--- src/rtl/aud_period_pkg.sv ---
package aud_period_pkg;

    localparam logic [7:0] OFF_CTRL    = 8'h10;
    localparam logic [7:0] OFF_STAT    = 8'h14;
    localparam logic [7:0] OFF_PCFG    = 8'h1C;
    localparam logic [7:0] OFF_BASE_LO = 8'h20;
    localparam logic [7:0] OFF_BASE_HI = 8'h24;
    localparam logic [7:0] OFF_XCNT    = 8'h28;

    localparam int B_EN        = 0;
    localparam int B_RST       = 1;
    localparam int B_IOC_IE    = 13;
    localparam int B_TOUT_IE   = 14;
    localparam int B_WIDTH_LO  = 16;
    localparam int WIDTH_W     = 3;
    localparam int B_CH_LO     = 19;
    localparam int B_STAT_DONE = 31;
    localparam int PCFG_CNT_LO = 16;

    localparam logic [2:0] WCODE_MAX = 3'd4;

    typedef enum logic [1:0] {
        RST_IDLE,
        RST_FLUSH,
        RST_CLEAR
    } rst_state_e;

endpackage

--- src/rtl/aud_soft_reset_fsm.sv ---
module aud_soft_reset_fsm
    import aud_period_pkg::*;
#(
    parameter int RST_CYCLES = 8
) (
    input  logic clk,
    input  logic rst_n,
    input  logic req,
    output logic busy
);
    localparam int CNT_W = (RST_CYCLES > 2) ? $clog2(RST_CYCLES) : 1;
    localparam logic [CNT_W-1:0] LAST_FLUSH = CNT_W'(RST_CYCLES - 2);

    rst_state_e state_q, state_d;
    logic [CNT_W-1:0] cnt_q;

    always_comb begin
        state_d = state_q;
        unique case (state_q)
            RST_IDLE:  if (req) state_d = RST_FLUSH;
            RST_FLUSH: if (cnt_q == LAST_FLUSH) state_d = RST_CLEAR;
            RST_CLEAR: state_d = RST_IDLE;
            default:   state_d = RST_IDLE;
        endcase
    end

    always_ff @(posedge clk or negedge rst_n) begin
        if (!rst_n) begin
            state_q <= RST_IDLE;
            cnt_q   <= '0;
        end else begin
            state_q <= state_d;
            if (state_q == RST_FLUSH) cnt_q <= cnt_q + 1'b1;
            else                      cnt_q <= '0;
        end
    end

    always_comb begin
        busy = (state_q != RST_IDLE);
    end

    // checker: busy window length
    logic [7:0] chk_len;
    always_ff @(posedge clk or negedge rst_n) begin
        if (!rst_n)    chk_len <= '0;
        else if (busy) chk_len <= chk_len + 1'b1;
        else           chk_len <= '0;
    end

    a_r2_busy_len: assert property (@(posedge clk) disable iff (!rst_n)
        $fell(busy) |-> (chk_len == 8'(RST_CYCLES)));

endmodule

--- src/rtl/aud_ring_tracker.sv ---
module aud_ring_tracker #(
    parameter int CNT_W   = 32,
    parameter int BYTES_W = 16,
    parameter int PER_W   = 16,
    parameter int BEAT_W  = 7
) (
    input  logic               clk,
    input  logic               rst_n,
    input  logic               clr,
    input  logic               run,
    input  logic               beat_valid,
    input  logic [BEAT_W-1:0]  beat_bytes,
    input  logic [BYTES_W-1:0] period_bytes,
    input  logic [PER_W-1:0]   period_count,
    output logic [CNT_W-1:0]   xfer_count,
    output logic               period_hit
);
    localparam int OFF_W = BYTES_W + 1;

    logic [CNT_W-1:0] buf_size;
    logic [CNT_W-1:0] cnt_sum, cnt_nxt;
    logic [OFF_W-1:0] off_q, off_sum, off_nxt, pbytes_ext;
    logic             crossing, step;

    assign buf_size   = CNT_W'(period_bytes) * CNT_W'(period_count);
    assign pbytes_ext = {1'b0, period_bytes};
    assign step       = run && beat_valid && !clr;

    always_comb begin
        off_sum  = off_q + OFF_W'(beat_bytes);
        crossing = (off_sum >= pbytes_ext);
        off_nxt  = crossing ? (off_sum - pbytes_ext) : off_sum;
        cnt_sum  = xfer_count + CNT_W'(beat_bytes);
        cnt_nxt  = (cnt_sum >= buf_size) ? (cnt_sum - buf_size) : cnt_sum;
    end

    assign period_hit = step && crossing;

    always_ff @(posedge clk or negedge rst_n) begin
        if (!rst_n) begin
            xfer_count <= '0;
            off_q      <= '0;
        end else if (clr) begin
            xfer_count <= '0;
            off_q      <= '0;
        end else if (step) begin
            xfer_count <= cnt_nxt;
            off_q      <= off_nxt;
        end
    end

    a_r4_hold_when_idle: assert property (@(posedge clk) disable iff (!rst_n)
        (!clr && !(run && beat_valid)) |=> $stable(xfer_count));

    a_r5_stays_in_ring: assert property (@(posedge clk) disable iff (!rst_n)
        (step && (xfer_count < buf_size)) |=> (xfer_count < buf_size));

    a_r12_clear_zero: assert property (@(posedge clk) disable iff (!rst_n)
        clr |=> (xfer_count == '0));

endmodule

--- src/rtl/aud_ctrl_regs.sv ---
module aud_ctrl_regs
    import aud_period_pkg::*;
#(
    parameter int CNT_W       = 32,
    parameter int BYTES_W     = 16,
    parameter int PER_W       = 16,
    parameter int CH_W        = 4,
    parameter bit IS_CAPTURE  = 1'b1,
    parameter int MIN_PERIODS = 2,
    parameter int MAX_PERIODS = 6,
    parameter int MIN_PBYTES  = 192,
    parameter int MAX_PBYTES  = 51200,
    parameter int PBYTE_STEP  = 64
) (
    input  logic               clk,
    input  logic               rst_n,
    input  logic               busy,
    input  logic               reg_wr,
    input  logic [7:0]         reg_addr,
    input  logic [31:0]        reg_wdata,
    input  logic [CNT_W-1:0]   xfer_count,
    input  logic               period_hit,
    output logic [31:0]        reg_rdata,
    output logic               rst_req,
    output logic               en,
    output logic [BYTES_W-1:0] period_bytes,
    output logic [PER_W-1:0]   period_count,
    output logic [63:0]        buf_base,
    output logic               irq
);
    logic               en_q, ioc_ie_q, tout_ie_q, status_q;
    logic [WIDTH_W-1:0] width_q;
    logic [CH_W-1:0]    ch_q;
    logic [BYTES_W-1:0] pbytes_q;
    logic [PER_W-1:0]   pcnt_q;
    logic [31:0]        base_lo_q, base_hi_q;

    logic wr_ctrl, wr_stat, wr_pcfg, ctrl_take, stat_w1c, pcfg_ok, wipe;
    logic [WIDTH_W-1:0] w_code;
    logic [PER_W-1:0]   w_cnt;
    logic [BYTES_W-1:0] w_bytes;

    assign wr_ctrl   = reg_wr && (reg_addr == OFF_CTRL);
    assign wr_stat   = reg_wr && (reg_addr == OFF_STAT);
    assign wr_pcfg   = reg_wr && (reg_addr == OFF_PCFG);
    assign rst_req   = wr_ctrl && reg_wdata[B_RST] && !busy;
    assign ctrl_take = wr_ctrl && !reg_wdata[B_RST] && !busy;
    assign stat_w1c  = wr_stat && reg_wdata[B_STAT_DONE];
    assign wipe      = busy || rst_req;

    assign w_code  = reg_wdata[B_WIDTH_LO +: WIDTH_W];
    assign w_cnt   = reg_wdata[PCFG_CNT_LO +: PER_W];
    assign w_bytes = reg_wdata[BYTES_W-1:0];

    always_comb begin
        pcfg_ok = (int'(w_cnt) >= MIN_PERIODS) && (int'(w_cnt) <= MAX_PERIODS) &&
                  (int'(w_bytes) >= MIN_PBYTES) && (int'(w_bytes) <= MAX_PBYTES) &&
                  ((int'(w_bytes) % PBYTE_STEP) == 0);
    end

    // control word: clears on soft reset, fields kept otherwise
    always_ff @(posedge clk or negedge rst_n) begin
        if (!rst_n) begin
            en_q     <= 1'b0;
            ioc_ie_q <= 1'b0;
            width_q  <= '0;
            ch_q     <= '0;
        end else if (wipe) begin
            en_q     <= 1'b0;
            ioc_ie_q <= 1'b0;
        end else if (ctrl_take) begin
            en_q     <= reg_wdata[B_EN];
            ioc_ie_q <= reg_wdata[B_IOC_IE];
            ch_q     <= reg_wdata[B_CH_LO +: CH_W];
            if (w_code <= WCODE_MAX) width_q <= w_code;
        end
    end

    generate
        if (IS_CAPTURE) begin : g_tout
            always_ff @(posedge clk or negedge rst_n) begin
                if (!rst_n)         tout_ie_q <= 1'b0;
                else if (wipe)      tout_ie_q <= 1'b0;
                else if (ctrl_take) tout_ie_q <= reg_wdata[B_TOUT_IE];
            end
        end else begin : g_no_tout
            assign tout_ie_q = 1'b0;
        end
    endgenerate

    // period-done flag: set beats write-1-to-clear
    always_ff @(posedge clk or negedge rst_n) begin
        if (!rst_n)          status_q <= 1'b0;
        else if (wipe)       status_q <= 1'b0;
        else if (period_hit) status_q <= 1'b1;
        else if (stat_w1c)   status_q <= 1'b0;
    end

    always_ff @(posedge clk or negedge rst_n) begin
        if (!rst_n) begin
            pbytes_q <= BYTES_W'(MIN_PBYTES);
            pcnt_q   <= PER_W'(MIN_PERIODS);
        end else if (wr_pcfg && pcfg_ok && !en_q) begin
            pbytes_q <= w_bytes;
            pcnt_q   <= w_cnt;
        end
    end

    always_ff @(posedge clk or negedge rst_n) begin
        if (!rst_n) begin
            base_lo_q <= '0;
            base_hi_q <= '0;
        end else if (reg_wr) begin
            if (reg_addr == OFF_BASE_LO) base_lo_q <= reg_wdata;
            if (reg_addr == OFF_BASE_HI) base_hi_q <= reg_wdata;
        end
    end

    always_comb begin
        reg_rdata = '0;
        case (reg_addr)
            OFF_CTRL: begin
                reg_rdata[B_EN]                   = en_q;
                reg_rdata[B_RST]                  = busy;
                reg_rdata[B_IOC_IE]               = ioc_ie_q;
                reg_rdata[B_TOUT_IE]              = tout_ie_q;
                reg_rdata[B_WIDTH_LO +: WIDTH_W]  = width_q;
                reg_rdata[B_CH_LO +: CH_W]        = ch_q;
            end
            OFF_STAT:    reg_rdata[B_STAT_DONE] = status_q;
            OFF_PCFG: begin
                reg_rdata[PCFG_CNT_LO +: PER_W] = pcnt_q;
                reg_rdata[BYTES_W-1:0]          = pbytes_q;
            end
            OFF_BASE_LO: reg_rdata = base_lo_q;
            OFF_BASE_HI: reg_rdata = base_hi_q;
            OFF_XCNT:    reg_rdata = 32'(xfer_count);
            default:     reg_rdata = '0;
        endcase
    end

    assign en           = en_q;
    assign period_bytes = pbytes_q;
    assign period_count = pcnt_q;
    assign buf_base     = {base_hi_q, base_lo_q};
    assign irq          = status_q && ioc_ie_q;

    a_r3_busy_clears: assert property (@(posedge clk) disable iff (!rst_n)
        busy |-> (!en_q && !status_q && !ioc_ie_q));

    a_r6_hit_sets: assert property (@(posedge clk) disable iff (!rst_n)
        (period_hit && !rst_req) |=> status_q);

    a_r6_w1c_clears: assert property (@(posedge clk) disable iff (!rst_n)
        (stat_w1c && !period_hit) |=> !status_q);

    a_r9_cfg_frozen: assert property (@(posedge clk) disable iff (!rst_n)
        en_q |=> ($stable(pbytes_q) && $stable(pcnt_q)));

    a_r10_width_legal: assert property (@(posedge clk) disable iff (!rst_n)
        width_q <= WCODE_MAX);

endmodule

--- src/rtl/aud_period_ctrl.sv ---
module aud_period_ctrl #(
    parameter int CH_W        = 4,
    parameter int BEAT_W      = 7,
    parameter int RST_CYCLES  = 8,
    parameter bit IS_CAPTURE  = 1'b1,
    parameter int MIN_PERIODS = 2,
    parameter int MAX_PERIODS = 6,
    parameter int MIN_PBYTES  = 192,
    parameter int MAX_PBYTES  = 51200,
    parameter int PBYTE_STEP  = 64
) (
    input  logic              clk,
    input  logic              rst_n,
    input  logic              reg_wr,
    input  logic [7:0]        reg_addr,
    input  logic [31:0]       reg_wdata,
    output logic [31:0]       reg_rdata,
    input  logic              beat_valid,
    input  logic [BEAT_W-1:0] beat_bytes,
    output logic              dma_active,
    output logic [63:0]       buf_base,
    output logic              irq_period
);
    localparam int CNT_W   = 32;
    localparam int BYTES_W = 16;
    localparam int PER_W   = 16;

    logic               busy, rst_req, en, period_hit;
    logic [BYTES_W-1:0] period_bytes;
    logic [PER_W-1:0]   period_count;
    logic [CNT_W-1:0]   xfer_count;

    aud_soft_reset_fsm #(
        .RST_CYCLES (RST_CYCLES)
    ) u_rst_fsm (
        .clk   (clk),
        .rst_n (rst_n),
        .req   (rst_req),
        .busy  (busy)
    );

    aud_ring_tracker #(
        .CNT_W   (CNT_W),
        .BYTES_W (BYTES_W),
        .PER_W   (PER_W),
        .BEAT_W  (BEAT_W)
    ) u_tracker (
        .clk          (clk),
        .rst_n        (rst_n),
        .clr          (busy || rst_req),
        .run          (en),
        .beat_valid   (beat_valid),
        .beat_bytes   (beat_bytes),
        .period_bytes (period_bytes),
        .period_count (period_count),
        .xfer_count   (xfer_count),
        .period_hit   (period_hit)
    );

    aud_ctrl_regs #(
        .CNT_W       (CNT_W),
        .BYTES_W     (BYTES_W),
        .PER_W       (PER_W),
        .CH_W        (CH_W),
        .IS_CAPTURE  (IS_CAPTURE),
        .MIN_PERIODS (MIN_PERIODS),
        .MAX_PERIODS (MAX_PERIODS),
        .MIN_PBYTES  (MIN_PBYTES),
        .MAX_PBYTES  (MAX_PBYTES),
        .PBYTE_STEP  (PBYTE_STEP)
    ) u_regs (
        .clk          (clk),
        .rst_n        (rst_n),
        .busy         (busy),
        .reg_wr       (reg_wr),
        .reg_addr     (reg_addr),
        .reg_wdata    (reg_wdata),
        .xfer_count   (xfer_count),
        .period_hit   (period_hit),
        .reg_rdata    (reg_rdata),
        .rst_req      (rst_req),
        .en           (en),
        .period_bytes (period_bytes),
        .period_count (period_count),
        .buf_base     (buf_base),
        .irq          (irq_period)
    );

    assign dma_active = en && !busy;

    a_r8_irq_needs_flag: assert property (@(posedge clk) disable iff (!rst_n)
        irq_period |-> !busy);

endmodule

--- config.mk ---
export PLATFORM = sky130hd
export DESIGN_NAME = aud_period_ctrl
export DESIGN_NICKNAME = d
export VERILOG_FILES = /design/src/rtl/aud_period_pkg.sv /design/src/rtl/aud_soft_reset_fsm.sv /design/src/rtl/aud_ring_tracker.sv /design/src/rtl/aud_ctrl_regs.sv /design/src/rtl/aud_period_ctrl.sv
export SDC_FILE = /design/constraint.sdc
export NUM_CORES = 1
export LEC_CHECK = 0
export BUFFER_PORTS_ARGS = -buffer_cell sky130_fd_sc_hd__buf_2
export CORE_MARGIN = 1.5
export CORE_UTILIZATION = 57
export CTS_CLUSTER_DIAMETER = 150
export CTS_CLUSTER_SIZE = 8
export DETAILED_ROUTE_END_ITERATION = 10
export PLACE_DENSITY = 0.79
export SLEW_MARGIN = 10
export SYNTH_ARGS = -nofsm -noshare
export SYNTH_HDL_FRONTEND = slang
export SYNTH_SLANG_ARGS = --single-unit
--- constraint.sdc ---
create_clock -name clk -period 8.7 [get_ports clk]
set_input_delay 1.74 -clock clk [delete_from_list [all_inputs] [get_ports clk]]
set_output_delay 1.74 -clock clk [all_outputs]
set_load 0.1 [all_outputs]
Word-level counts from Yosys, hierarchy flattened
Cells that the tools add are included.
{"block": "word_totals", "reg_bits": 161, "input_bits": 51, "output_inout_bits": 98}
{"block": "op_classes", "addsub": 5, "multipliers": 1, "magnitude_cmp": 7, "eq_ne": 10, "mux": 26, "n_bitwise": 1, "n_reduce_logical": 35}
{"cell": "$mux W32", "n": 3}
{"cell": "$mux W17", "n": 3}
{"cell": "$pmux W11 S4", "n": 1}
{"cell": "$pmux W7 S5", "n": 1}
{"cell": "$add A32 B7 Y32", "n": 1}
{"cell": "$ge A32 B32 Y1", "n": 1}
{"cell": "$logic_not A32 Y1", "n": 1}
{"cell": "$mul A16 B16 Y32", "n": 1}
{"cell": "$pmux W8 S4", "n": 1}
{"cell": "$sub A32 B32 Y32", "n": 1}
{"cell": "$eq A8 B5 Y1 const B", "n": 3}
{"cell": "$eq A8 B6 Y1 const B", "n": 3}
{"cell": "$pmux W2 S5", "n": 2}
{"cell": "$logic_and A1 B1 Y1", "n": 19}
{"cell": "$add A17 B7 Y17", "n": 1}
{"cell": "$ge A17 B16 Y1", "n": 1}
{"cell": "$sub A17 B16 Y17", "n": 1}
{"cell": "$ge A16 B2 Y1 const B", "n": 1}
{"cell": "$ge A16 B8 Y1 const B", "n": 1}
{"cell": "$le A16 B16 Y1 const B", "n": 1}
{"cell": "$le A16 B3 Y1 const B", "n": 1}
{"cell": "$mux W1", "n": 9}
{"cell": "$reduce_and A2 Y1", "n": 4}
{"cell": "$reduce_bool A2 Y1", "n": 3}
{"cell": "16 further kinds", "n": 21}

Depth between registers and ports, before layout
Gate-level depths: netlist (run 1).
{"block": "depth", "word_depth": 10, "depth_mapped": 35}

Modules after synthesis
From an unflattened synthesis (run 1), not the netlist that was laid out.
{"block": "unflattened", "cells_unflattened": 2212, "area_unflattened_um2": 19914.1}
{"module": "aud_ring_tracker", "instances": 1, "cells_each": 1774, "area_each_um2": 14659.1, "seq_area_each_um2": 1226.2}
{"module": "aud_ctrl_regs", "instances": 1, "cells_each": 418, "area_each_um2": 5033.6, "seq_area_each_um2": 2681.3}
{"module": "aud_soft_reset_fsm", "instances": 1, "cells_each": 18, "area_each_um2": 206.4, "seq_area_each_um2": 125.1}
{"module": "aud_period_ctrl", "instances": 1, "cells_each": 2, "area_each_um2": 15.0, "seq_area_each_um2": 0.0}

Least setup slack after synthesis (run 1)
OpenSTA, ideal clock, no wires.
{"block": "synth_timing", "path_type": "register to register", "from": "register u_regs.pbytes_q[6], in the netlist u_regs.period_bytes[6]", "to": "register u_tracker.xfer_count[27]", "t_arrival_ns": 7.988, "slack_ns": 0.626, "stages_incl_launch_ff": 30, "path_buffers": 3, "synth_period_minus_slack_ns": 8.074, "cell_sequence": "dfstp_2 -> clkbuf_1 -> clkbuf_1 -> nand2_1 -> fa_1 -> inv_1 -> fa_1 -> fa_1 -> fa_1 -> fa_1 -> inv_1 -> fa_1 -> inv_1 -> ha_1 -> a21o_1 -> a21oi_1 -> nor2b_1 -> a311oi_1 -> o21ai_1 -> a31oi_1 -> xor2_1 -> ha_1 -> clkbuf_1 -> a21o_1 -> a21o_1 -> a21o_1 -> a311oi_2 -> o211ai_4 -> or3b_1 -> o211ai_1"}
{"block": "synth_via", "elab_chain_len": 5, "elab_cells_between_ends": 6, "classes_between": "add/sub (1); mul (1); order compare (1); mux (3)"}
{"item": "from (decl)", "line_no": "aud_ctrl_regs.sv:34", "source": "logic [BYTES_W-1:0] pbytes_q;"}
{"item": "from (signal assigned)", "line_no": "aud_ctrl_regs.sv:101", "source": "pbytes_q <= BYTES_W'(MIN_PBYTES);"}
{"item": "from (signal assigned)", "line_no": "aud_ctrl_regs.sv:104", "source": "pbytes_q <= w_bytes;"}
{"item": "$mul A16 B16 Y32 (*)", "line_no": "aud_ring_tracker.sv:25", "source": "assign buf_size = CNT_W'(period_bytes) * CNT_W'(period_count);"}
{"item": "$sub A32 B32 Y32 or $ge A32 B32 Y1 (tied branches)", "line_no": "aud_ring_tracker.sv:34", "source": "cnt_nxt = (cnt_sum >= buf_size) ? (cnt_sum - buf_size) : cnt_sum;"}
{"item": "$mux W32 (*)", "line_no": "aud_ring_tracker.sv:34"}
{"item": "$mux W32 (*)", "line_no": "aud_ring_tracker.sv:46", "source": "end else if (step) begin"}
{"item": "$mux W32 (*)", "line_no": "aud_ring_tracker.sv:43", "source": "end else if (clr) begin"}
{"item": "to (signal assigned)", "line_no": "aud_ring_tracker.sv:47", "source": "xfer_count <= cnt_nxt;"}
{"item": "to (decl)", "line_no": "aud_ring_tracker.sv:15", "source": "output logic [CNT_W-1:0] xfer_count,"}
Mark *: on every way between the ends. The rest lies on a longest branch, timed or not. The select of a mux whose other input is x is not followed.
A chain may end at the register's enable or synchronous reset.

Final worst setup path (run 1)
{"block": "layout_timing", "from": "register u_regs.pbytes_q[9], in the netlist u_regs.period_bytes[9]", "to": "register u_tracker.xfer_count[31]"}
Same word-level chain as after synthesis.

==> results by group, run 1 <==
Run status
  – Status: completed

STA
  – Fin crit share: 0.963
  – PnR worst setup slack: 0.323 ns
  – Worst slew margin: 0.262
  – Final-report hold violation count: 0
  – Hold slack: 0.450 ns
  – Worst-Margin Slew: 1.10 ns
  – Minimum clock period: 8.38 ns
  – Max Fclk: 119 MHz
  – Setup TNS: 0 ns
  – # setup viols final: 0
  – Worst Skew: 0.0133 ns
  – Slew Limit Fails: 0

Die
  – Initial Util: 0.583
  – Core area: 33,800 um^2
  – Die Area: 35,700 um^2
  – IO Pins: 149
  – Die H: 189 um
  – Die Wd: 189 um
  – # rows: 67

Cells and area
  – Layout area overhead: 10.3%
  – Number of fillers in the final layout: 2,743
  – Final Net Count: 2,720
  – Layout cell share with drive strength beyond 1: 0.156

Synth
  – Post-synthesis register bit count: 161
  – Mapped Nets: 2,595
  – Synthesis Warnings: 0
  – Yosys cell types: 82
  – Cell Area, Synth: 19,700 um^2
  – Ys flop type: dfrtp_1
  – Syn Area/Cell: 9.04 um^2
  – EDFF count, synth: 0
  – Seq/Total Area, Yosys: 0.205
  – Cell count after synthesis: 2,178
  – Post-synth ARST share: 1.00

Critical path
  – R2R depth: 29
  – WP data required: 9.01 ns
  – Cell at the slowest stage of the critical path: dfrtp_1
  – CP Max Fanout: 7
  – Crit Path Class: reg -> reg
  – Setup crit start kind: register
  – Crit. End Element: register
  – FF-to-FF Start: u_regs.period_bytes[9]
  – Most used cell, CP: fa_1
  – Crit path largest cell delay: 0.65 ns
  – CP Launch Point: u_regs.period_bytes[9]
  – Data arrival, critical path: 8.68 ns

Run
  – # Max-Cap Violations: 0

Place
  – Routability cong.: 0.975
  – Port bufs: 148
  – Hpwl dp: 46.5 mm
  – Dpl ws: 0.0267 ns

Clock network
  – CTS HTree Levels: 4
  – Root Driver: clkbuf_16
  – Max Root-Sink Buffers: 2
  – # clock sinks: 161
  – CTS tree: built
  – Worst-path clk slew: 0.07 ns
  – Total CTS buffers: 17
  – Worst-Skew Late Latency: 0.44 ns

Detailed routing
  – Total routed wirelength: 58.9 mm
  – Drt initial violations: 1,648
  – Routed wire per std cell: 21.3 um
  – Residual DRC count: 0
  – ANT nets after route: 0
  – Vias/cell: 6.13
  – First-pass detailed-route iteration total: 9
  – Vias: 17,000

Pwr
  – PD cells: 213 nW/um^2
  – Overall power: 4.63 mW
  – P_leak: 11.3 nW
  – VDD IR max: 0.229 mV

Worst hold path
  – Hold Path Class: reg -> reg
  – Hold Startpoint: u_rst_fsm.state_q[1]
  – Hold path depth: 1

Global routing
  – First-pass GRT wire length: 94.1 mm
  – Pin count of the biggest net entering global routing: 58
  – Vias in the first global route: 17,200
  – Global-route usage over all layers: 0.338
  – GR Overflow Total: 0
  – Initial antenna violation count: 2
==> power breakdown <==
| group | leakage, nW | total [mW] | internal, mW | switching [mW] |
|---|---|---|---|---|
| Sequential | 2.20 | 0.891 | 0.802 | 0.0892 |
| Combinational | 8.81 | 2.91 | 1.26 | 1.65 |
| Clock | 0.308 | 0.833 | 0.465 | 0.368 |
==> through the flow <==
| step | util | std cells | cell area, um^2 |
|---|---|---|---|
| after floorplan | - | 2178 | 19700 |
| after global placement | 0.621 | 2718 | 21000 |
| after detailed placement | 0.621 | 2718 | 21000 |
| after CTS | 0.639 | 2750 | 21600 |
| after global routing | 0.643 | 2765 | 21700 |
| final | 0.643 | 2765 | 21700 |
==> worst max-delay path, delay by kind of cell, from the launching register on <==
| kind | cells | cell delay (ns) |
|---|---|---|
| adders and majority gates | 8 | 3.76 |
| and+or+nand+nor | 9 | 1.97 |
| AOI/OAI and AO/OA | 6 | 1.22 |
| DFF | 1 | 0.65 |
| xor gates and xnor gates | 2 | 0.33 |
| buffers and inverters | 4 | 0.30 |
==> cell usage after synthesis, drive strengths merged (19+ instances only) <==
cell type,number,area share
fa,198,0.20
o21a,23,0.0091
ha,168,0.11
nand3,48,0.012
inv,283,0.054
a21o,34,0.013
buf,19,0.0062
o21ai,64,0.017
dfrtp,158,0.20
nor3,31,0.0081
nand4,20,0.0064
a21oi,73,0.019
mux2,80,0.046
xor2,44,0.020
a22oi,30,0.011
clkbuf,88,0.017
nand2,261,0.050
and2,141,0.045
nor2,89,0.017
and3,19,0.0060
xnor2,65,0.029
mux2i,27,0.014
==> path summary, 6_finish.rpt <==
path	end	slack, ns
max	u_tracker.xfer_count[31]	0.32
min	u_rst_fsm.state_q[0]	0.45
max reg2reg	u_tracker.xfer_count[31]	0.32
min reg2reg	u_rst_fsm.state_q[0]	0.45
max in group asynchronous	u_regs.period_bytes[3]	5.42
min in group asynchronous	u_rst_fsm.cnt_q[1]	1.26
==> logic make-up (layout without fill, tap and decap cells) <==
family,count (synthesis),after routing,synth area share
multiplexers,107,107,0.0595
AO/OA/AOI/OAI,370,371,0.135
other,0,1,0
flip-flops,161,161,0.205
adder cells (fa/ha/maj),366,366,0.308
AND/OR/NAND/NOR,675,675,0.167
buffers and inverters,390,527,0.0769
XOR/XNOR,109,109,0.0485
==> layer usage <==
| layer | routed length (um) | track usage | share of wire |
|---|---|---|---|
| met1 | 23500 | 0.445 | 0.40 |
| met2 | 27300 | 0.547 | 0.46 |
| met3 | 5450 | 0.0662 | 0.093 |
| met4 | 2630 | 0.143 | 0.045 |
| met5 | 0 | 0 | 0 |
==> layout make-up <==
type / instances / area [um^2] / share of cell area
Antenna cell: 1 / 2.50 / 0.000115
Clock buffer: 18 / 429 / 0.0197
Clock inverter: 14 / 193 / 0.00887
Inverter: 283 / 1060 / 0.0489
Multi-Input combinational cell: 1628 / 14200 / 0.654
Sequential cell: 161 / 4040 / 0.186
Tap cell: 448 / 561 / 0.0258
Timing Repair Buffer: 212 / 1240 / 0.0572
==> flip-flops by register name, summed over array words and instances, names as in the netlist <==
name	cells
u_tracker.off_q	17
u_regs.status_q	1
u_regs.width_q	3
u_regs.base_hi_q	32
u_regs.ch_q	4
u_regs.base_lo_q	32
u_regs.en	1
u_rst_fsm.state_q	2
u_tracker.xfer_count	32
u_regs.period_count	16
u_rst_fsm.cnt_q	3
u_regs.ioc_ie_q	1
u_regs.period_bytes	16
u_regs.tout_ie_q	1
==> repair_timing <==
action                     CTS  global route
hold buffers                 0             0
setup endpoints to repair    0            32
resized for setup            0            11
setup buffers                0            13
==> cells in the final DEF (no fill, tap or decap), types with 33 or more instances in the layout <==
master	synthesis	routed
a21o_1	33	33
a21oi_1	73	73
and2_1	141	141
buf_2	7	147
buf_4	1	62
dfrtp_1	158	153
fa_1	198	198
ha_1	168	168
inv_1	283	283
mux2_2	80	80
nand2_1	260	260
nand3_1	48	48
nor2_1	89	88
o21ai_0	45	45
xnor2_1	65	65
xor2_1	44	44
Note: power is estimated with default switching activity, not from simulation.
==> run 2: changes to the inputs <==
CORE_ASPECT_RATIO = 0.75   (was unset)
==> results by group, run 2 (synthesized netlist as in run 1, its figures left out) <==
Run status
  – Status: completed

STA
  – Max Fclk: 119 MHz
  – Worst-Margin Slew: 1.14 ns
  – Worst Skew: 0.0191 ns
  – # setup viols final: 0
  – RSZ-0062 raised after global routing: false
  – Worst slew margin: 0.243
  – Fin crit share: 0.968
  – Slew Limit Fails: 0
  – Final-report hold violation count: 0
  – Minimum clock period: 8.42 ns

Pwr
  – P_leak: 11.3 nW
  – PD cells: 208 nW/um^2
  – VDD IR max: 0.227 mV

Place
  – Hpwl dp: 48.1 mm
  – Cells after DPL: 2,726
  – Port bufs: 148
  – Routability cong.: 1.02

Clock network
  – Root Driver: clkbuf_16
  – # hold bufs at CTS: 0
  – Worst-path clk slew: 0.08 ns
  – CTS HTree Levels: 4
  – CTS tree: built
  – Max Root-Sink Buffers: 2
  – # clock sinks: 161
  – Total CTS buffers: 17
  – Worst-Skew Late Latency: 0.47 ns

Critical path
  – Most used cell, CP: fa_1
  – CP bufs+invs: 5
  – Delay-heaviest family, CP: adder cells
  – Cell at the slowest stage of the critical path: or4_1
  – CP Max Fanout: 14
  – Data arrival, critical path: 8.78 ns
  – Setup crit start kind: register
  – WP data required: 9.07 ns
  – Crit Path Class: reg -> reg
  – Crit path largest cell delay: 0.62 ns
  – Crit. End Element: register

Die
  – Die Wd: 218 um
  – Core area: 33,700 um^2
  – IO Pins: 149
  – Die Area: 35,700 um^2
  – Die H: 164 um
  – Initial Util: 0.584
  – # rows: 58

Detailed routing
  – Residual DRC count: 0
  – Total routed wirelength: 61.5 mm
  – Drt initial violations: 1,886
  – First-pass detailed-route iteration total: 8
  – Top Metal Used: met4
  – WL met1: 25.8 mm
  – Vias: 17,000
  – Met2 wire len: 27.5 mm
  – ANT nets after route: 0
  – Routed wire per std cell: 22.2 um
  – Vias/cell: 6.15
  – Metal3 WL: 6.37 mm

Cells and area
  – Register area: 4040 um^2
  – Layout cell share with drive strength beyond 1: 0.162
  – Utilization after layout: 0.646
  – Final cell count without fillers: 2,769
  – Commonest non-fill, non-tap cell in the layout: inv_1
  – Most frequent cells in the layout: 283 x inv_1, 259 x nand2_1, 198 x fa_1
  – Final Net Count: 2,721
  – Largest registers: u_regs.base_hi_q: 32 flops, u_regs.base_lo_q: 32 flops, u_tracker.xfer_count: 32 flops
  – Area of the multi-input gates: 14,300 um^2
  – Number of fillers in the final layout: 2,766
  – Layout area overhead: 10.8%

Global routing
  – First-pass GRT wire length: 97.2 mm
  – GR Overflow Total: 0
  – Vias in the first global route: 17,400
  – Pin count of the biggest net entering global routing: 84
  – Initial antenna violation count: 1
  – Global-route usage over all layers: 0.357

Worst hold path
  – Hold Path Class: reg -> reg

Run
  – # Max-Cap Violations: 0
==> run 2: changes by cell type in the layout (fill, tap and decap cells not counted), sizes merged <==
cell,change
clkinv,+2
buf,+2
clkbuf,-1
o21ai,-1
inv,+2
diode,+1
bufinv,-3
==> run 2: area by class of cell <==
class,count,share of cell area
clock inverters,15,0.00889
flip-flops and latches,161,0.185
inverters,283,0.0487
clock buffers,17,0.0195
well taps,450,0.0258
diodes,2,0.000229
multi-input cells,1627,0.654
repair buffers,214,0.0571
==> run 2: timing repair <==
item                                    CTS  global route
pin swaps                                 1             3
cloned                                    0             0
endpoints found under the setup margin   31            32
gates resized for setup                   2            30
setup buffers                             3             6
==> run 2: metrics by stage <==
stage / TNS, ns / area (um^2) / worst slack, ns / total power, mW / hold WS (ns)
4_1_cts: 0 / 21600 / 0.00824 / 4.33 / 0.445
3_3_place_gp: -0.113 / 21000 / -0.0190 / 3.42 / 0.426
3_5_place_dp: -5.33 / 21000 / -0.275 / 3.43 / 0.431
5_1_grt: 0 / 21800 / 0.00696 / 4.77 / 0.470
2_1_floorplan: 0 / 19700 / 0.626 / 2.86 / 0.408
6_report: 0 / 21800 / 0.283 / 4.55 / 0.444
==> run 2: worst paths after layout <==
kind / slack, ns / end / cells past startpoint / startpoint
worst min-delay path: 0.44 / u_rst_fsm.state_q[0] / 1 / u_rst_fsm.state_q[1]
worst max-delay path: 0.28 / u_tracker.xfer_count[0] / 28 / u_regs.period_bytes[6]
max in group asynchronous: 5.68 / u_regs.period_bytes[9] / 2 / rst_n
worst min register to register: 0.44 / u_rst_fsm.state_q[0] / 1 / u_rst_fsm.state_q[1]
worst max register to register: 0.28 / u_tracker.xfer_count[0] / 28 / u_regs.period_bytes[6]
min in group asynchronous: 1.32 / u_rst_fsm.cnt_q[0] / 1 / rst_n
==> run 2: worst register-to-register path: cells and delay by family (launching register included) <==
kind	cells	cell delay, ns
AOI/OAI and AO/OA	6	1.15
xor gates and xnor gates	1	0.20
adders and majority gates	8	3.84
buffers and inverters	5	0.39
DFF	1	0.54
muxes	1	0.31
and+or+nand+nor	7	1.90
==> run 2: layer usage <==
layer / up-vias / track usage
met5: - / 0
met4: 0 / 0.119
met3: 110 / 0.0796
met2: 900 / 0.553
met1: 8455 / 0.495
li1: 7575 / -
==> run 2: report_power, final <==
group	leakage (nW)	internal (mW)	switching (mW)
logic	8.84	1.21	1.64
clock network	0.301	0.396	0.409
registers	2.20	0.801	0.0909
total	11.3	2.41	2.14
